**config.mk**
```make
export PLATFORM = sky130hd
export DESIGN_NAME = dds_synth_core
export DESIGN_NICKNAME = d
export VERILOG_FILES = /design/src/rtl/dds_synth_pkg.sv /design/src/rtl/dds_phase_acc.sv /design/src/rtl/dds_trig_rom.sv /design/src/rtl/dds_rot_mixer.sv /design/src/rtl/dds_synth_core.sv
export SDC_FILE = /design/constraint.sdc
export NUM_CORES = 2
export LEC_CHECK = 0
export ABC_AREA = 1
export BUFFER_PORTS_ARGS = -buffer_cell sky130_fd_sc_hd__buf_2
export CORE_MARGIN = 4
export CORE_UTILIZATION = 64
export CTS_BUF_LIST = sky130_fd_sc_hd__clkbuf_16
export DETAILED_ROUTE_END_ITERATION = 8
export PLACE_DENSITY = 0.81
export SLEW_MARGIN = 20
export SYNTH_ARGS = -nofsm -noshare
export SYNTH_HDL_FRONTEND = slang
export SYNTH_SLANG_ARGS = --single-unit
```
**constraint.sdc**
```tcl
create_clock -name clk -period 8.6 [get_ports clk]
set_input_delay 0.86 -clock clk [delete_from_list [all_inputs] [get_ports clk]]
set_output_delay 0.86 -clock clk [all_outputs]
set_load 0.02 [all_outputs]
```
**src/rtl/dds_synth_pkg.sv**
```systemverilog
package dds_synth_pkg;

  // Rounded amplitude of sin or cos at angle 2*pi*idx/2^log2n, by Taylor series
  function automatic int trig_code(input int idx, input int log2n, input real amp,
                                   input bit want_cos);
    real two_pi, x, term, acc;
    two_pi = 6.283185307179586;
    x = two_pi * real'(idx) / real'(1 << log2n);
    if (x > 3.141592653589793) x = x - two_pi;
    if (want_cos) begin
      term = 1.0;
      acc  = 1.0;
      for (int n = 1; n <= 14; n++) begin
        term = -term * x * x / real'((2 * n - 1) * (2 * n));
        acc  = acc + term;
      end
    end else begin
      term = x;
      acc  = x;
      for (int n = 1; n <= 14; n++) begin
        term = -term * x * x / real'((2 * n) * (2 * n + 1));
        acc  = acc + term;
      end
    end
    acc = acc * amp;
    if (acc >= 0.0) return $rtoi(acc + 0.5);
    return -$rtoi(0.5 - acc);
  endfunction

endpackage

```
**src/rtl/dds_phase_acc.sv**
```systemverilog
module dds_phase_acc #(
  parameter int ACC_W = 32
) (
  input  logic             clk,
  input  logic             rst_n,
  input  logic [ACC_W-1:0] freq_word,
  input  logic             en,
  input  logic             clr,
  output logic [ACC_W-1:0] phase,
  output logic             fire
);
  // sample request for the converter: clear wins over enable
  assign fire = en & ~clr;

  always_ff @(posedge clk or negedge rst_n) begin
    if (!rst_n)    phase <= '0;
    else if (clr)  phase <= '0;
    else if (en)   phase <= phase + freq_word;
  end
endmodule

```
**src/rtl/dds_trig_rom.sv**
```systemverilog
module dds_trig_rom
  import dds_synth_pkg::*;
#(
  parameter int CO_W  = 6,
  parameter int FI_W  = 6,
  parameter int OUT_W = 16
) (
  input  logic                      clk,
  input  logic                      rst_n,
  input  logic                      in_valid,
  input  logic [CO_W+FI_W-1:0]      phase,
  output logic signed [OUT_W-1:0]   co_sin,
  output logic signed [OUT_W-1:0]   co_cos,
  output logic signed [OUT_W:0]     fi_sin,
  output logic signed [OUT_W:0]     fi_cos,
  output logic                      out_valid
);
  localparam int PH_W    = CO_W + FI_W;
  localparam int DEPTH_C = 1 << CO_W;
  localparam int DEPTH_F = 1 << FI_W;
  localparam int FINE_W  = OUT_W + 1;
  localparam real AMP_C  = real'((1 << (OUT_W - 1)) - 1);
  localparam real AMP_F  = real'(1 << (OUT_W - 1));

  logic signed [OUT_W-1:0]  c_sin_tab [DEPTH_C];
  logic signed [OUT_W-1:0]  c_cos_tab [DEPTH_C];
  logic signed [FINE_W-1:0] f_sin_tab [DEPTH_F];
  logic signed [FINE_W-1:0] f_cos_tab [DEPTH_F];

  // coarse angles span a full turn; fine angles span one coarse step
  for (genvar i = 0; i < DEPTH_C; i++) begin : g_coarse
    localparam int CS = trig_code(i, CO_W, AMP_C, 1'b0);
    localparam int CC = trig_code(i, CO_W, AMP_C, 1'b1);
    assign c_sin_tab[i] = OUT_W'(CS);
    assign c_cos_tab[i] = OUT_W'(CC);
  end

  for (genvar j = 0; j < DEPTH_F; j++) begin : g_fine
    localparam int FS = trig_code(j, PH_W, AMP_F, 1'b0);
    localparam int FC = trig_code(j, PH_W, AMP_F, 1'b1);
    assign f_sin_tab[j] = FINE_W'(FS);
    assign f_cos_tab[j] = FINE_W'(FC);
  end

  logic [CO_W-1:0] c_idx;
  logic [FI_W-1:0] f_idx;
  assign c_idx = phase[PH_W-1 -: CO_W];
  assign f_idx = phase[FI_W-1:0];

  always_ff @(posedge clk or negedge rst_n) begin
    if (!rst_n) begin
      out_valid <= 1'b0;
      co_sin    <= '0;
      co_cos    <= '0;
      fi_sin    <= '0;
      fi_cos    <= '0;
    end else begin
      out_valid <= in_valid;
      if (in_valid) begin
        co_sin <= c_sin_tab[c_idx];
        co_cos <= c_cos_tab[c_idx];
        fi_sin <= f_sin_tab[f_idx];
        fi_cos <= f_cos_tab[f_idx];
      end
    end
  end
endmodule

```
**src/rtl/dds_rot_mixer.sv**
```systemverilog
module dds_rot_mixer #(
  parameter int OUT_W = 16
) (
  input  logic                    clk,
  input  logic                    rst_n,
  input  logic                    in_valid,
  input  logic signed [OUT_W-1:0] co_sin,
  input  logic signed [OUT_W-1:0] co_cos,
  input  logic signed [OUT_W:0]   fi_sin,
  input  logic signed [OUT_W:0]   fi_cos,
  output logic signed [OUT_W-1:0] sin_out,
  output logic signed [OUT_W-1:0] cos_out,
  output logic                    out_valid
);
  localparam int FINE_W = OUT_W + 1;
  localparam int PROD_W = OUT_W + FINE_W;
  localparam int SUM_W  = PROD_W + 1;
  localparam int SHIFT  = OUT_W - 1;
  localparam logic signed [SUM_W-1:0] RND  = SUM_W'(1) <<< (OUT_W - 2);
  localparam logic signed [SUM_W-1:0] MAXV = (SUM_W'(1) <<< (OUT_W - 1)) - SUM_W'(1);
  localparam logic signed [SUM_W-1:0] MINV = -MAXV;

  logic signed [PROD_W-1:0] p_sc, p_cs, p_cc, p_ss;
  logic                     prod_v;
  logic signed [SUM_W-1:0]  sum_s, sum_c;

  function automatic logic signed [OUT_W-1:0] clamp(input logic signed [SUM_W-1:0] v);
    if (v > MAXV) return MAXV[OUT_W-1:0];
    if (v < MINV) return MINV[OUT_W-1:0];
    return v[OUT_W-1:0];
  endfunction

  // angle-sum identities: sin(a+b) = sa*cb + ca*sb, cos(a+b) = ca*cb - sa*sb
  always_ff @(posedge clk or negedge rst_n) begin
    if (!rst_n) begin
      prod_v <= 1'b0;
      p_sc   <= '0;
      p_cs   <= '0;
      p_cc   <= '0;
      p_ss   <= '0;
    end else begin
      prod_v <= in_valid;
      if (in_valid) begin
        p_sc <= co_sin * fi_cos;
        p_cs <= co_cos * fi_sin;
        p_cc <= co_cos * fi_cos;
        p_ss <= co_sin * fi_sin;
      end
    end
  end

  always_comb begin
    sum_s = (SUM_W'(p_sc) + SUM_W'(p_cs) + RND) >>> SHIFT;
    sum_c = (SUM_W'(p_cc) - SUM_W'(p_ss) + RND) >>> SHIFT;
  end

  always_ff @(posedge clk or negedge rst_n) begin
    if (!rst_n) begin
      out_valid <= 1'b0;
      sin_out   <= '0;
      cos_out   <= '0;
    end else begin
      out_valid <= prod_v;
      if (prod_v) begin
        sin_out <= clamp(sum_s);
        cos_out <= clamp(sum_c);
      end
    end
  end
endmodule

```
**src/rtl/dds_synth_core.sv**
```systemverilog
module dds_synth_core #(
  parameter int ACC_W = 32,
  parameter int PH_W  = 12,
  parameter int CO_W  = 6,
  parameter int OUT_W = 16
) (
  input  logic                    clk,
  input  logic                    rst_n,
  input  logic [ACC_W-1:0]        freq_word,
  input  logic                    en,
  input  logic                    phase_clr,
  output logic signed [OUT_W-1:0] sin_out,
  output logic signed [OUT_W-1:0] cos_out,
  output logic                    out_valid
);
  localparam int FI_W   = PH_W - CO_W;
  localparam int FINE_W = OUT_W + 1;

  logic [ACC_W-1:0]         acc_phase;
  logic                     fire;
  logic [PH_W-1:0]          ph_trunc;
  logic signed [OUT_W-1:0]  co_sin, co_cos;
  logic signed [FINE_W-1:0] fi_sin, fi_cos;
  logic                     lut_v;

  dds_phase_acc #(.ACC_W(ACC_W)) u_acc (
    .clk       (clk),
    .rst_n     (rst_n),
    .freq_word (freq_word),
    .en        (en),
    .clr       (phase_clr),
    .phase     (acc_phase),
    .fire      (fire)
  );

  // discard the low phase bits; only the top PH_W reach the converter
  assign ph_trunc = acc_phase[ACC_W-1 -: PH_W];

  dds_trig_rom #(.CO_W(CO_W), .FI_W(FI_W), .OUT_W(OUT_W)) u_rom (
    .clk       (clk),
    .rst_n     (rst_n),
    .in_valid  (fire),
    .phase     (ph_trunc),
    .co_sin    (co_sin),
    .co_cos    (co_cos),
    .fi_sin    (fi_sin),
    .fi_cos    (fi_cos),
    .out_valid (lut_v)
  );

  dds_rot_mixer #(.OUT_W(OUT_W)) u_mix (
    .clk       (clk),
    .rst_n     (rst_n),
    .in_valid  (lut_v),
    .co_sin    (co_sin),
    .co_cos    (co_cos),
    .fi_sin    (fi_sin),
    .fi_cos    (fi_cos),
    .sin_out   (sin_out),
    .cos_out   (cos_out),
    .out_valid (out_valid)
  );
endmodule

```
==> flow_summary.yaml <==
detailed_routing:
  ant_nets: 0
  wl_per_cell_um: 17.4
  wl_um: 135000
  drt_iter0_markers: 3988
  dr.pass1.iters: 7
  routed_via_density: 5.65
  drc: 0
  num_vias: 43900
global_route:
  grt_pass1_vias: 44000
  overflow: 0
  grt_pass1_wl_um: 224000
  grt_use_total: 0.336
  grt_max_degree: 88
  antenna_found_initial: 0
placement:
  dp_slack_ns: 1.88
  gp_congestion: 0.965
  dp_hpwl_um: 107000
  portBuffers: 68
sta:
  setup_viol: 0
  worst_slack_ns: 1.80
  drv_slew: 0
  worst_pin_slew_ns: 1.13
  timing_hold_violations_final: 0
  fin_crit_sh: 0.791
  layout_min_cycle_time_ns: 6.80
  fmax_ghz: 0.147
  tns_ns: 0
  hold_ws_ns: 0.173
  max_slew_margin: 0.246
  fin_skew_ns: 0.0309
  grt_setup_unrepaired: "false"
synthesis:
  synthTopCellsByArea: "fa_1, ha_1, dfrtp_1"
  async_reset_ff_frac: 1.00
  ys_seq_area_frac: 0.128
  ys.flop_type: "dfrtp_1"
  synth_top_area_frac: 0.251
  synthesis.instances: 6785
  ys_types: 67
  avgSynthCellArea_sq_um: 7.31
  synthesis.area_sq_mm: 0.0496
  yosys_warnings: 0
  synthesis.nets: 8111
  synth_edf_count: 0
  yosysTopAreaCell: "fa_1"
  synth-seq-cells: 253
worst_hold_path:
  min_path_type: "in -> async"
setup_path:
  cpMostUsedCell: "fa_1"
  worstPathCellList: "clkinv_1 -> nor2_1 -> fa_1 -> fa_1 -> fa_1 -> fa_1 -> fa_1 -> inv_1 -> fa_1 -> inv_1 -> ha_1 -> a21oi_1 -> o21ai_0 -> a21oi_1 -> nand3_1 -> a21o_1 -> a21oi_1 -> o21ai_0 -> xor2_1 -> nand2_1 -> nand2_1"
  setup.worst_path.class: "reg -> reg"
  critPathMaxStageDelay_ns: 0.82
  worstPathArrival_ns: 7.26
  setup.worst_path.start: "u_rom.co_sin[15]"
  crit-reg2reg-launch: "u_rom.co_sin[15]"
  end_kind: "flip-flop"
  crit_path_top_delay_cell: "clkinv_1"
  reg2regPathDepth: 21
  crit_path_max_fanout: 19
  startpoint_type: "flip-flop"
  cp.required_ns: 9.06
layout:
  areaGrowthSynthToFinish_pct: 4.81
  utilization: 0.681
  n_antenna_cell: 0
  drive_gt1_frac: 0.0415
  finalNetCount: 8042
floorplanning:
  chipWidth_um: 286
  io_pins: 69
  core_sq_mm: 0.0763
  dieArea_sq_mm: 0.0820
  start_util: 0.650
  die_h_um: 286
  num_rows: 101
cts:
  cts_resized: 0
  htree_levels: 2
  cts_hold_buf: 0
  tritoncts: "done"
  clock-sinks: 253
  clockRootBuffer: "clkbuf_16"
  clk-insertion-delay-late_ns: 0.58
  clockBufferDepth: 3
  post_cts_buffers: 0
  path_clk_slew_ns: 0.07
  cts_made_buffers: 36
run_status:
  status: "finished, final reports clean"
run:
  maxCapViolations: 0
## per-layer routing
metal  wire length [um]  global-route usage  share of wire  vias to the layer above
li1                   -                   -              -                    20600
met1              57500               0.477           0.43                    21000
met2              59800               0.526           0.44                     2022
met3              12600              0.0542          0.093                      325
met4               5420               0.116          0.040                        0
met5                  0                   0              0                        -
## registers in the layout, summed over array words and instances (netlist names)
signal and cells:
u_acc.phase 32, u_mix.cos_out 16, u_mix.out_valid 1, u_mix.p_cc 33
u_mix.p_cs 33, u_mix.p_sc 33, u_mix.p_ss 33, u_mix.prod_v 1
u_mix.sin_out 16, u_rom.co_cos 16, u_rom.co_sin 16, u_rom.fi_cos 10
u_rom.fi_sin 12, u_rom.out_valid 1
## per-stage QoR
step                cells  instance area [sq um]
floorplan            6785                  49600
global placement     7708                  50800
detailed placement   7708                  50800
CTS                  7771                  52000
global route         7771                  52000
finish               7771                  52000
## worst max-delay path: cells and delay by family, from the launching register on
family                     cells  cell delay, ns
adders and majority gates      7            3.19
AOI/OAI and AO/OA              6            1.05
buffers and inverters          3            0.91
DFF                            1            0.71
and+or+nand+nor                4            0.67
xor gates and xnor gates       1            0.16
## cell type report
cell class	count	area [sq um]
clock buffer	36	901
clock inverter	27	275
fill	6530	24300
inverter	1631	6120
multi-input combinational	4662	36200
sequential	253	6340
tap	1030	1290
timing repair buffer	132	831
## kinds of logic (layout without fill, tap and decap cells)
family                   Yosys count  after routing  share of synthesized area
adder cells (fa/ha/maj)         1290           1290                      0.419
flip-flops                       253            253                      0.128
AO/OA/AOI/OAI                    892            892                      0.103
AND/OR/NAND/NOR                 2402           2402                      0.194
buffers and inverters           1870           1826                      0.142
XOR/XNOR                          78             78                     0.0141
## final timing paths
path	end	slack [ns]
setup / recovery	u_mix.p_ss[29]	1.80
hold / removal	u_mix.cos_out[6]	0.17
setup reg to reg	u_mix.p_ss[29]	1.80
hold reg to reg	u_mix.p_cc[3]	0.48
max in group asynchronous	u_rom.out_valid	6.92
min in group clk	u_mix.p_cc[3]	0.48
## cell usage after synthesis (38+ instances only)
library cell,instances
nor2_1,415
inv_1,1615
clkbuf_1,220
o21ai_0,300
or2_2,38
ha_1,669
a21oi_1,334
nand3_1,175
nor3_1,43
fa_1,621
dfrtp_1,253
a31oi_1,51
nand2_1,1647
xor2_1,47
## cells in the final DEF, fill, tap and decap left out, types with 8 or more instances in the layout
master	instances
clkbuf_16	36
o31ai_1	18
xnor2_1	29
o21bai_1	12
o21ai_1	16
fa_1	621
o21ai_0	300
ha_1	669
nand4_1	30
a31oi_1	51
a21o_1	19
o21a_1	18
buf_2	67
nor4_1	9
xor2_1	47
o221ai_1	8
a221oi_1	20
buf_4	64
dfrtp_1	245
or2_2	38
clkinv_1	15
nand3b_1	12
a21oi_2	11
nor3_1	43
a21oi_1	334
nand3_1	175
nand2_1	1647
nor2_1	414
inv_1	1616
o22ai_1	22
Power is left out: the tool's default activity adds up to more than one toggle a clock period on the data nets, which glitch-free logic cannot reach.
